[config.mk]
export PLATFORM = sky130hd
export DESIGN_NAME = adc_power_monitor
export DESIGN_NICKNAME = d
export VERILOG_FILES = /design/src/rtl/amon_pkg.sv /design/src/rtl/amon_lane_power.sv /design/src/rtl/amon_window.sv /design/src/rtl/amon_interval.sv /design/src/rtl/adc_power_monitor.sv
export SDC_FILE = /design/constraint.sdc
export NUM_CORES = 1
export LEC_CHECK = 0
export BUFFER_PORTS_ARGS = -buffer_cell sky130_fd_sc_hd__buf_2
export CAP_MARGIN = 20
export CORE_UTILIZATION = 27
export CTS_CLUSTER_SIZE = 12
export DETAILED_ROUTE_END_ITERATION = 10
export PLACE_DENSITY = 0.46
export SYNTH_ARGS = -nofsm -noshare
export SYNTH_HDL_FRONTEND = slang
export SYNTH_SLANG_ARGS = --single-unit
export TNS_END_PERCENT = 20
[constraint.sdc]
create_clock -name clk -period 5.1 [get_ports clk]
set_input_delay 0.51 -clock clk [delete_from_list [all_inputs] [get_ports clk]]
set_output_delay 0.51 -clock clk [all_outputs]
set_load 0.1 [all_outputs]
[src/rtl/amon_pkg.sv]
package amon_pkg;

    typedef enum logic [0:0] {
        ST_WAIT_SYNC = 1'b0,
        ST_ACCUM     = 1'b1
    } amon_state_e;

    localparam int RD_ADDR_W = 2;

    localparam logic [RD_ADDR_W-1:0] RA_POW_LO = 2'd0;
    localparam logic [RD_ADDR_W-1:0] RA_POW_HI = 2'd1;
    localparam logic [RD_ADDR_W-1:0] RA_COUNT  = 2'd2;
    localparam logic [RD_ADDR_W-1:0] RA_FLAG   = 2'd3;

endpackage

[src/rtl/amon_lane_power.sv]
module amon_lane_power #(
    parameter int LANES = 4,
    parameter int SW    = 8,
    parameter int CYC_W = 17
) (
    input  logic [LANES*SW-1:0] samples,
    output logic [CYC_W-1:0]    cyc_pow
);

    logic [CYC_W-1:0] sq [LANES];

    for (genvar g = 0; g < LANES; g++) begin : g_lane
        logic signed [SW-1:0]   s;
        logic signed [2*SW-1:0] p;

        assign s     = samples[g*SW +: SW];
        assign p     = s * s;
        assign sq[g] = CYC_W'($unsigned(p));
    end

    // Adds the squared lanes of this clock.
    always_comb begin
        cyc_pow = '0;
        for (int i = 0; i < LANES; i++) begin
            cyc_pow = cyc_pow + sq[i];
        end
    end

endmodule

[src/rtl/amon_window.sv]
module amon_window #(
    parameter int LOGW     = 4,
    parameter int LOG_MIN  = 6,
    parameter int LOG_MAX  = 12,
    parameter int LANE_LOG = 2,
    parameter int CYC_W    = 17,
    parameter int THR_W    = 32,
    parameter int WSUM_W   = LOG_MAX + CYC_W,
    parameter int WCNT_W   = LOG_MAX - LANE_LOG + 1
) (
    input  logic             clk,
    input  logic             rst_n,
    input  logic             run,
    input  logic             restart,
    input  logic [LOGW-1:0]  win_log,
    input  logic [THR_W-1:0] threshold,
    input  logic [CYC_W-1:0] cyc_pow,
    output logic             over_pulse
);

    localparam int CMP_W = (WSUM_W > THR_W) ? WSUM_W : THR_W;

    logic [LOGW-1:0]   req_len;
    logic [LOGW-1:0]   len_q;
    logic [WCNT_W-1:0] wcnt_q;
    logic [WSUM_W-1:0] wsum_q;
    logic [WSUM_W-1:0] sum_next;
    logic [WCNT_W-1:0] last_idx;
    logic              win_done;

    // Clamp of the requested length.
    always_comb begin
        if (win_log < LOGW'(LOG_MIN)) begin
            req_len = LOGW'(LOG_MIN);
        end else if (win_log > LOGW'(LOG_MAX)) begin
            req_len = LOGW'(LOG_MAX);
        end else begin
            req_len = win_log;
        end
    end

    assign sum_next   = wsum_q + WSUM_W'(cyc_pow);
    assign last_idx   = (WCNT_W'(1) << (len_q - LOGW'(LANE_LOG))) - WCNT_W'(1);
    assign win_done   = run && !restart && (wcnt_q == last_idx);
    assign over_pulse = win_done && (CMP_W'(sum_next) > CMP_W'(threshold));

    always_ff @(posedge clk or negedge rst_n) begin
        if (!rst_n) begin
            wsum_q <= '0;
            wcnt_q <= '0;
            len_q  <= LOGW'(LOG_MIN);
        end else if (restart) begin
            wsum_q <= WSUM_W'(cyc_pow);
            wcnt_q <= WCNT_W'(1);
            len_q  <= req_len;
        end else if (!run) begin
            wsum_q <= '0;
            wcnt_q <= '0;
            len_q  <= req_len;
        end else if (win_done) begin
            wsum_q <= '0;
            wcnt_q <= '0;
            len_q  <= req_len;
        end else begin
            wsum_q <= sum_next;
            wcnt_q <= wcnt_q + WCNT_W'(1);
        end
    end

    a_r5_len_in_range: assert property (@(posedge clk) disable iff (!rst_n)
        (len_q >= LOGW'(LOG_MIN)) && (len_q <= LOGW'(LOG_MAX)));

    a_r5_count_bounded: assert property (@(posedge clk) disable iff (!rst_n)
        wcnt_q <= last_idx);

    a_r7_no_compare_at_sync: assert property (@(posedge clk) disable iff (!rst_n)
        restart |-> !over_pulse);

    a_r6_window_closes: assert property (@(posedge clk) disable iff (!rst_n)
        win_done |=> (wcnt_q == '0) && (wsum_q == '0));

endmodule

[src/rtl/amon_interval.sv]
module amon_interval #(
    parameter int ACC_W = 48,
    parameter int CYC_W = 17,
    parameter int CNT_W = 16
) (
    input  logic             clk,
    input  logic             rst_n,
    input  logic             run,
    input  logic             restart,
    input  logic             over_pulse,
    input  logic [CYC_W-1:0] cyc_pow,
    output logic [ACC_W-1:0] snap_pow,
    output logic [CNT_W-1:0] snap_cnt,
    output logic             snap_flag
);

    localparam logic [CNT_W-1:0] CNT_MAX = {CNT_W{1'b1}};

    logic [ACC_W-1:0] acc_q;
    logic [CNT_W-1:0] cnt_q;

    always_ff @(posedge clk or negedge rst_n) begin
        if (!rst_n) begin
            acc_q     <= '0;
            cnt_q     <= '0;
            snap_pow  <= '0;
            snap_cnt  <= '0;
            snap_flag <= 1'b0;
        end else if (restart) begin
            snap_pow  <= acc_q;
            snap_cnt  <= cnt_q;
            snap_flag <= (cnt_q != '0);
            acc_q     <= ACC_W'(cyc_pow);
            cnt_q     <= '0;
        end else if (run) begin
            acc_q <= acc_q + ACC_W'(cyc_pow);
            if (over_pulse && (cnt_q != CNT_MAX)) begin
                cnt_q <= cnt_q + CNT_W'(1);
            end
        end
    end

    a_r8_count_holds_at_max: assert property (@(posedge clk) disable iff (!rst_n)
        (cnt_q == CNT_MAX && !restart) |=> (cnt_q == CNT_MAX));

    a_r9_flag_tracks_count: assert property (@(posedge clk) disable iff (!rst_n)
        snap_flag == (snap_cnt != '0));

    a_r3_snapshot_held: assert property (@(posedge clk) disable iff (!rst_n)
        !restart |=> $stable(snap_pow) && $stable(snap_cnt));

    a_r4_idle_no_accum: assert property (@(posedge clk) disable iff (!rst_n)
        !run |-> (acc_q == '0) && (cnt_q == '0));

endmodule

[src/rtl/adc_power_monitor.sv]
module adc_power_monitor
    import amon_pkg::*;
#(
    parameter int LANES   = 4,
    parameter int SW      = 8,
    parameter int LOGW    = 4,
    parameter int LOG_MIN = 6,
    parameter int LOG_MAX = 12,
    parameter int THR_W   = 32,
    parameter int ACC_W   = 48,
    parameter int CNT_W   = 16,
    parameter int RD_W    = 32
) (
    input  logic                 clk,
    input  logic                 rst_n,
    input  logic                 sync_pulse,
    input  logic [LANES*SW-1:0]  samples,
    input  logic [LOGW-1:0]      win_log,
    input  logic [THR_W-1:0]     threshold,
    input  logic [RD_ADDR_W-1:0] rd_addr,
    output logic [RD_W-1:0]      rd_data
);

    localparam int LANE_LOG = $clog2(LANES);
    localparam int CYC_W    = 2*SW - 1 + LANE_LOG;

    amon_state_e state_q;
    amon_state_e state_d;
    logic        run;

    logic [CYC_W-1:0]  cyc_pow;
    logic              over_pulse;
    logic [ACC_W-1:0]  snap_pow;
    logic [CNT_W-1:0]  snap_cnt;
    logic              snap_flag;
    logic [2*RD_W-1:0] pow_ext;

    always_ff @(posedge clk or negedge rst_n) begin
        if (!rst_n) begin
            state_q <= ST_WAIT_SYNC;
        end else begin
            state_q <= state_d;
        end
    end

    // Next state: T_FIRST_SYNC leaves the wait state, T_RESYNC loops in ST_ACCUM.
    always_comb begin
        state_d = state_q;
        unique case (state_q)
            ST_WAIT_SYNC: if (sync_pulse) state_d = ST_ACCUM;
            ST_ACCUM:     state_d = ST_ACCUM;
            default:      state_d = ST_WAIT_SYNC;
        endcase
    end

    always_comb begin
        unique case (state_q)
            ST_WAIT_SYNC: run = 1'b0;
            ST_ACCUM:     run = 1'b1;
            default:      run = 1'b0;
        endcase
    end

    amon_lane_power #(
        .LANES (LANES),
        .SW    (SW),
        .CYC_W (CYC_W)
    ) u_lanes (
        .samples (samples),
        .cyc_pow (cyc_pow)
    );

    amon_window #(
        .LOGW     (LOGW),
        .LOG_MIN  (LOG_MIN),
        .LOG_MAX  (LOG_MAX),
        .LANE_LOG (LANE_LOG),
        .CYC_W    (CYC_W),
        .THR_W    (THR_W)
    ) u_window (
        .clk        (clk),
        .rst_n      (rst_n),
        .run        (run),
        .restart    (sync_pulse),
        .win_log    (win_log),
        .threshold  (threshold),
        .cyc_pow    (cyc_pow),
        .over_pulse (over_pulse)
    );

    amon_interval #(
        .ACC_W (ACC_W),
        .CYC_W (CYC_W),
        .CNT_W (CNT_W)
    ) u_interval (
        .clk        (clk),
        .rst_n      (rst_n),
        .run        (run),
        .restart    (sync_pulse),
        .over_pulse (over_pulse),
        .cyc_pow    (cyc_pow),
        .snap_pow   (snap_pow),
        .snap_cnt   (snap_cnt),
        .snap_flag  (snap_flag)
    );

    assign pow_ext = (2*RD_W)'(snap_pow);

    // Read map.
    always_comb begin
        unique case (rd_addr)
            RA_POW_LO: rd_data = pow_ext[RD_W-1:0];
            RA_POW_HI: rd_data = pow_ext[2*RD_W-1:RD_W];
            RA_COUNT:  rd_data = RD_W'(snap_cnt);
            RA_FLAG:   rd_data = RD_W'(snap_flag);
            default:   rd_data = '0;
        endcase
    end

    a_r4_leave_wait_only_on_sync: assert property (@(posedge clk) disable iff (!rst_n)
        (state_q == ST_WAIT_SYNC && !sync_pulse) |=> (state_q == ST_WAIT_SYNC));

    a_r10_flag_word_single_bit: assert property (@(posedge clk) disable iff (!rst_n)
        (rd_addr == RA_FLAG) |-> (rd_data[RD_W-1:1] == '0));

endmodule

==> impl_results.md <==
* Run status: complete, but fails checks
* Violated checks: negative setup slack
* Post-synth EDFFs at 0
* Wire per inst at 15.0 um
* Mean Syn Cell Area at 9.13 um^2
* GRT met2 Usage at 27.8%
* Hpwl dp at 46.1 mm
* Arrival time worst endpoint at 9.70 ns
* Share of flip-flops with an asynchronous set or reset at 100%
* Nets@finish at 3226
* Filler cell count in the final layout at 7677
* Final Hold Vio Count at 0
* Mapped Nets at 2736
* Cell area after layout at 28100 um^2
* R2R Setup Slk at 0.41 ns
* Die Y at 279 um
* Largest net degree at the start of global routing at 98
* Routed WL at 56.9 mm
* Worst clock skew at 0.0119 ns
* Antenna Nets Post-Route at 0
* Met1 Track Usage GR at 18.5%
* Leading post-synthesis cells by cell area: dfrtp_1, fa_1, ha_1, inv_1, mux2_2
* GR Overflow Total at 0
* Multi-input logic area at 16400 um^2
* Placed cell area at 25800 um^2
* Final worst path period share at 184%
* Area grow syn2layout at 35.6%
* GR peak layer: met2
* Std-Cell Core Area at 75900 um^2
* Layout cells sized above 1 at 34.1%
* Endpoints failing setup at 83
* HP Class: input pin to async pin
* Top-count cell post-synth: inv_1
* Pre-antenna DRT Iters at 5
* Rows at 101
* Max Slew Vio Count at 0
* Setup crit end kind: flop
* I/O Pins at 105
* Starting Density at 27.3%
* CTS tree: done
* Synth cell count leaders: inv_1, fa_1, ha_1
* Clock tree sinks at 174
* Dominant synthesized flop cell: dfrtp_1
* Yosys warning count at 0
* Slew of the pin with the lowest slew margin at 1.13 ns
* Reg2reg path depth at 13
* CP most frequent cell: buf_4
* Max cap viols at 0
* # DRC at 0
* Clk Latency, worst-skew pair at 0.45 ns
* Area occupied by registers at 4360 um^2
* Critical Path Max Stage Delay at 0.56 ns
* Setup crit start kind: input pin
* Crit path required time at 5.44 ns
* GRT Total Usage at 14.9%
* Area share of the largest cell type after synthesis at 20.8%
* Root buf cell: clkbuf_16
* H-tree depth at 4
* Fmax achieved at 107 MHz
* Final worst slack at -4.26 ns
* Post-synthesis cell count at 2268
* Synthesized area at 20700 um^2
* Non-Filler Instances at 3801
* Slew Limit Headroom at 24.5%
* Die area at 77800 um^2
* RR Endpoint: u_interval.cnt_q[8]$_DFFE_PN0P_
* Hold_ws at 0.151 ns
* Sequential-to-total area share from yosys stat at 21.0%
* Initial antenna violation count at 1
* Routability cong. at 0.865
* CTS buffer count at 17
* Worst-path fanout max at 7
* Synth Register Bits at 174
* Reg2Reg Launch Point: u_window.len_q[1]$_DFFE_PN1P_
* # port buffers at 104
* RSZ-0062 raised after global routing: true
* DR iter-0 viols at 534
* Slowest cell on crit path: fa_1
* First-pass GRT wire length at 94.6 mm
* Library cells used by synthesis at 67
* Met3 Usage GRT at 1.09%
* Vias in the first global route at 18900
* Largest area contributor in the synthesized netlist: dfrtp_1
* Reg clk slew, reported paths at 0.07 ns
* Die width at 279 um
* Via density at 4.59
* Tmin final at 9.36 ns
* DP Cell Count at 3738
* CTS max path bufs at 2
* Vias at 17400
* Critical path class: input pin to flop
==> final cells by class <==
| type | instances | area share, % |
|---|---|---|
| Multi-Input combinational cell | 1652 | 58.4 |
| Sequential cell | 174 | 15.5 |
| Timing Repair Buffer | 537 | 14.2 |
| Inverter | 376 | 5.11 |
| Tap cell | 1030 | 4.59 |
| Clock buffer | 20 | 1.63 |
| Clock inverter | 11 | 0.552 |
| Antenna cell | 1 | 0.00891 |
==> how the worst max path moves through the flow <==
stage                     startpoint                               end  slack, ns  cells after the start
final                     samples[7]  u_interval.cnt_q[10]$_DFFE_PN0P_      -4.26                     44
after floorplan           samples[5]   u_interval.cnt_q[5]$_DFFE_PN0P_      -4.07                     41
after detailed placement  samples[7]   u_interval.cnt_q[4]$_DFFE_PN0P_      -5.09                     39
after global routing      samples[9]   u_interval.cnt_q[3]$_DFFE_PN0P_      -4.67                     45
after CTS                 samples[5]   u_interval.cnt_q[3]$_DFFE_PN0P_      -4.31                     42
after global placement    samples[7]   u_interval.cnt_q[5]$_DFFE_PN0P_      -5.00                     40
==> cells by family (layout without fill, tap and decap cells) <==
logic type,count (synthesis),count (layout),synth area share (%)
AND/OR/NAND/NOR,612,612,15.2
other,0,1,0
adder cells (fa/ha/maj),395,395,31.3
flip-flops,174,174,21.0
multiplexers,108,108,5.77
buffers and inverters,442,944,8.07
XOR/XNOR,161,161,6.81
AO/OA/AOI/OAI,376,376,11.8
==> state kept, by name (all words and copies together), names as in the netlist <==
name and count:
u_interval.snap_cnt 16, state_q 1, u_interval.snap_flag 1, u_window.len_q 4
u_interval.cnt_q 16, u_interval.snap_pow 48, u_window.wcnt_q 11, u_interval.acc_q 48
u_window.wsum_q 29
==> per-stage QoR <==
step	setup WS (ns)	util, %	setup TNS (ns)
6_report	-4.26	37.0	-220.98
5_1_grt	-4.67	37.0	-250.20
4_1_cts	-4.31	35.7	-224.33
3_5_place_dp	-5.09	34.0	-287.48
3_3_place_gp	-5.00	34.0	-284.16
2_1_floorplan	-4.07	-	-215.03
==> per-layer routing <==
| layer | routed length [um] | vias up | part of all wire, % |
|---|---|---|---|
| li1 | - | 8565 | - |
| met1 | 25100 | 8647 | 44 |
| met2 | 29900 | 175 | 53 |
| met3 | 1000 | 55 | 1.8 |
| met4 | 928 | 2 | 1.6 |
| met5 | 9 | - | 0.016 |
==> critical path, delay by kind of cell <==
| family | cells | cell delay, ns |
|---|---|---|
| adder cells (fa/ha/maj) | 10 | 4.11 |
| AND/OR/NAND/NOR | 9 | 1.24 |
| buffers and inverters | 14 | 1.78 |
| multiplexers | 1 | 0.30 |
| AO/OA/AOI/OAI | 10 | 1.76 |
==> what timing repair did <==
| action | CTS | global route |
|---|---|---|
| setup endpoints to repair | 83 | 83 |
| gates resized for setup | 129 | 171 |
| setup buffers | 16 | 14 |
| hold buffers | 0 | 0 |
| cloned | 0 | 2 |
| pin swaps | 22 | 70 |
==> placed cells by master, fill, tap and decap left out, types with 14 or more instances in the layout <==
cell type and n:
inv_1 346, nand2_1 127, mux2_2 81, xnor2_2 21, a21oi_1 63, and3_1 21
mux2i_1 25, o21ai_0 61, a21oi_2 31, clkbuf_16 19, nand4_1 23, fa_1 198
nor3_1 19, xnor2_1 80, nor2_1 101, inv_2 25, o211ai_1 23, and2_1 84
buf_2 82, ha_4 45, a21o_1 21, o21a_1 15, dfrtp_1 172, or3_1 14
nand3_1 57, buf_4 429, ha_1 139, buf_6 18, xor2_1 57, a22o_1 14
nor2b_1 31, o21ai_1 16
Power is not shown: default switching activity piles up to over one toggle a cycle in this logic, so the estimate is an artifact.
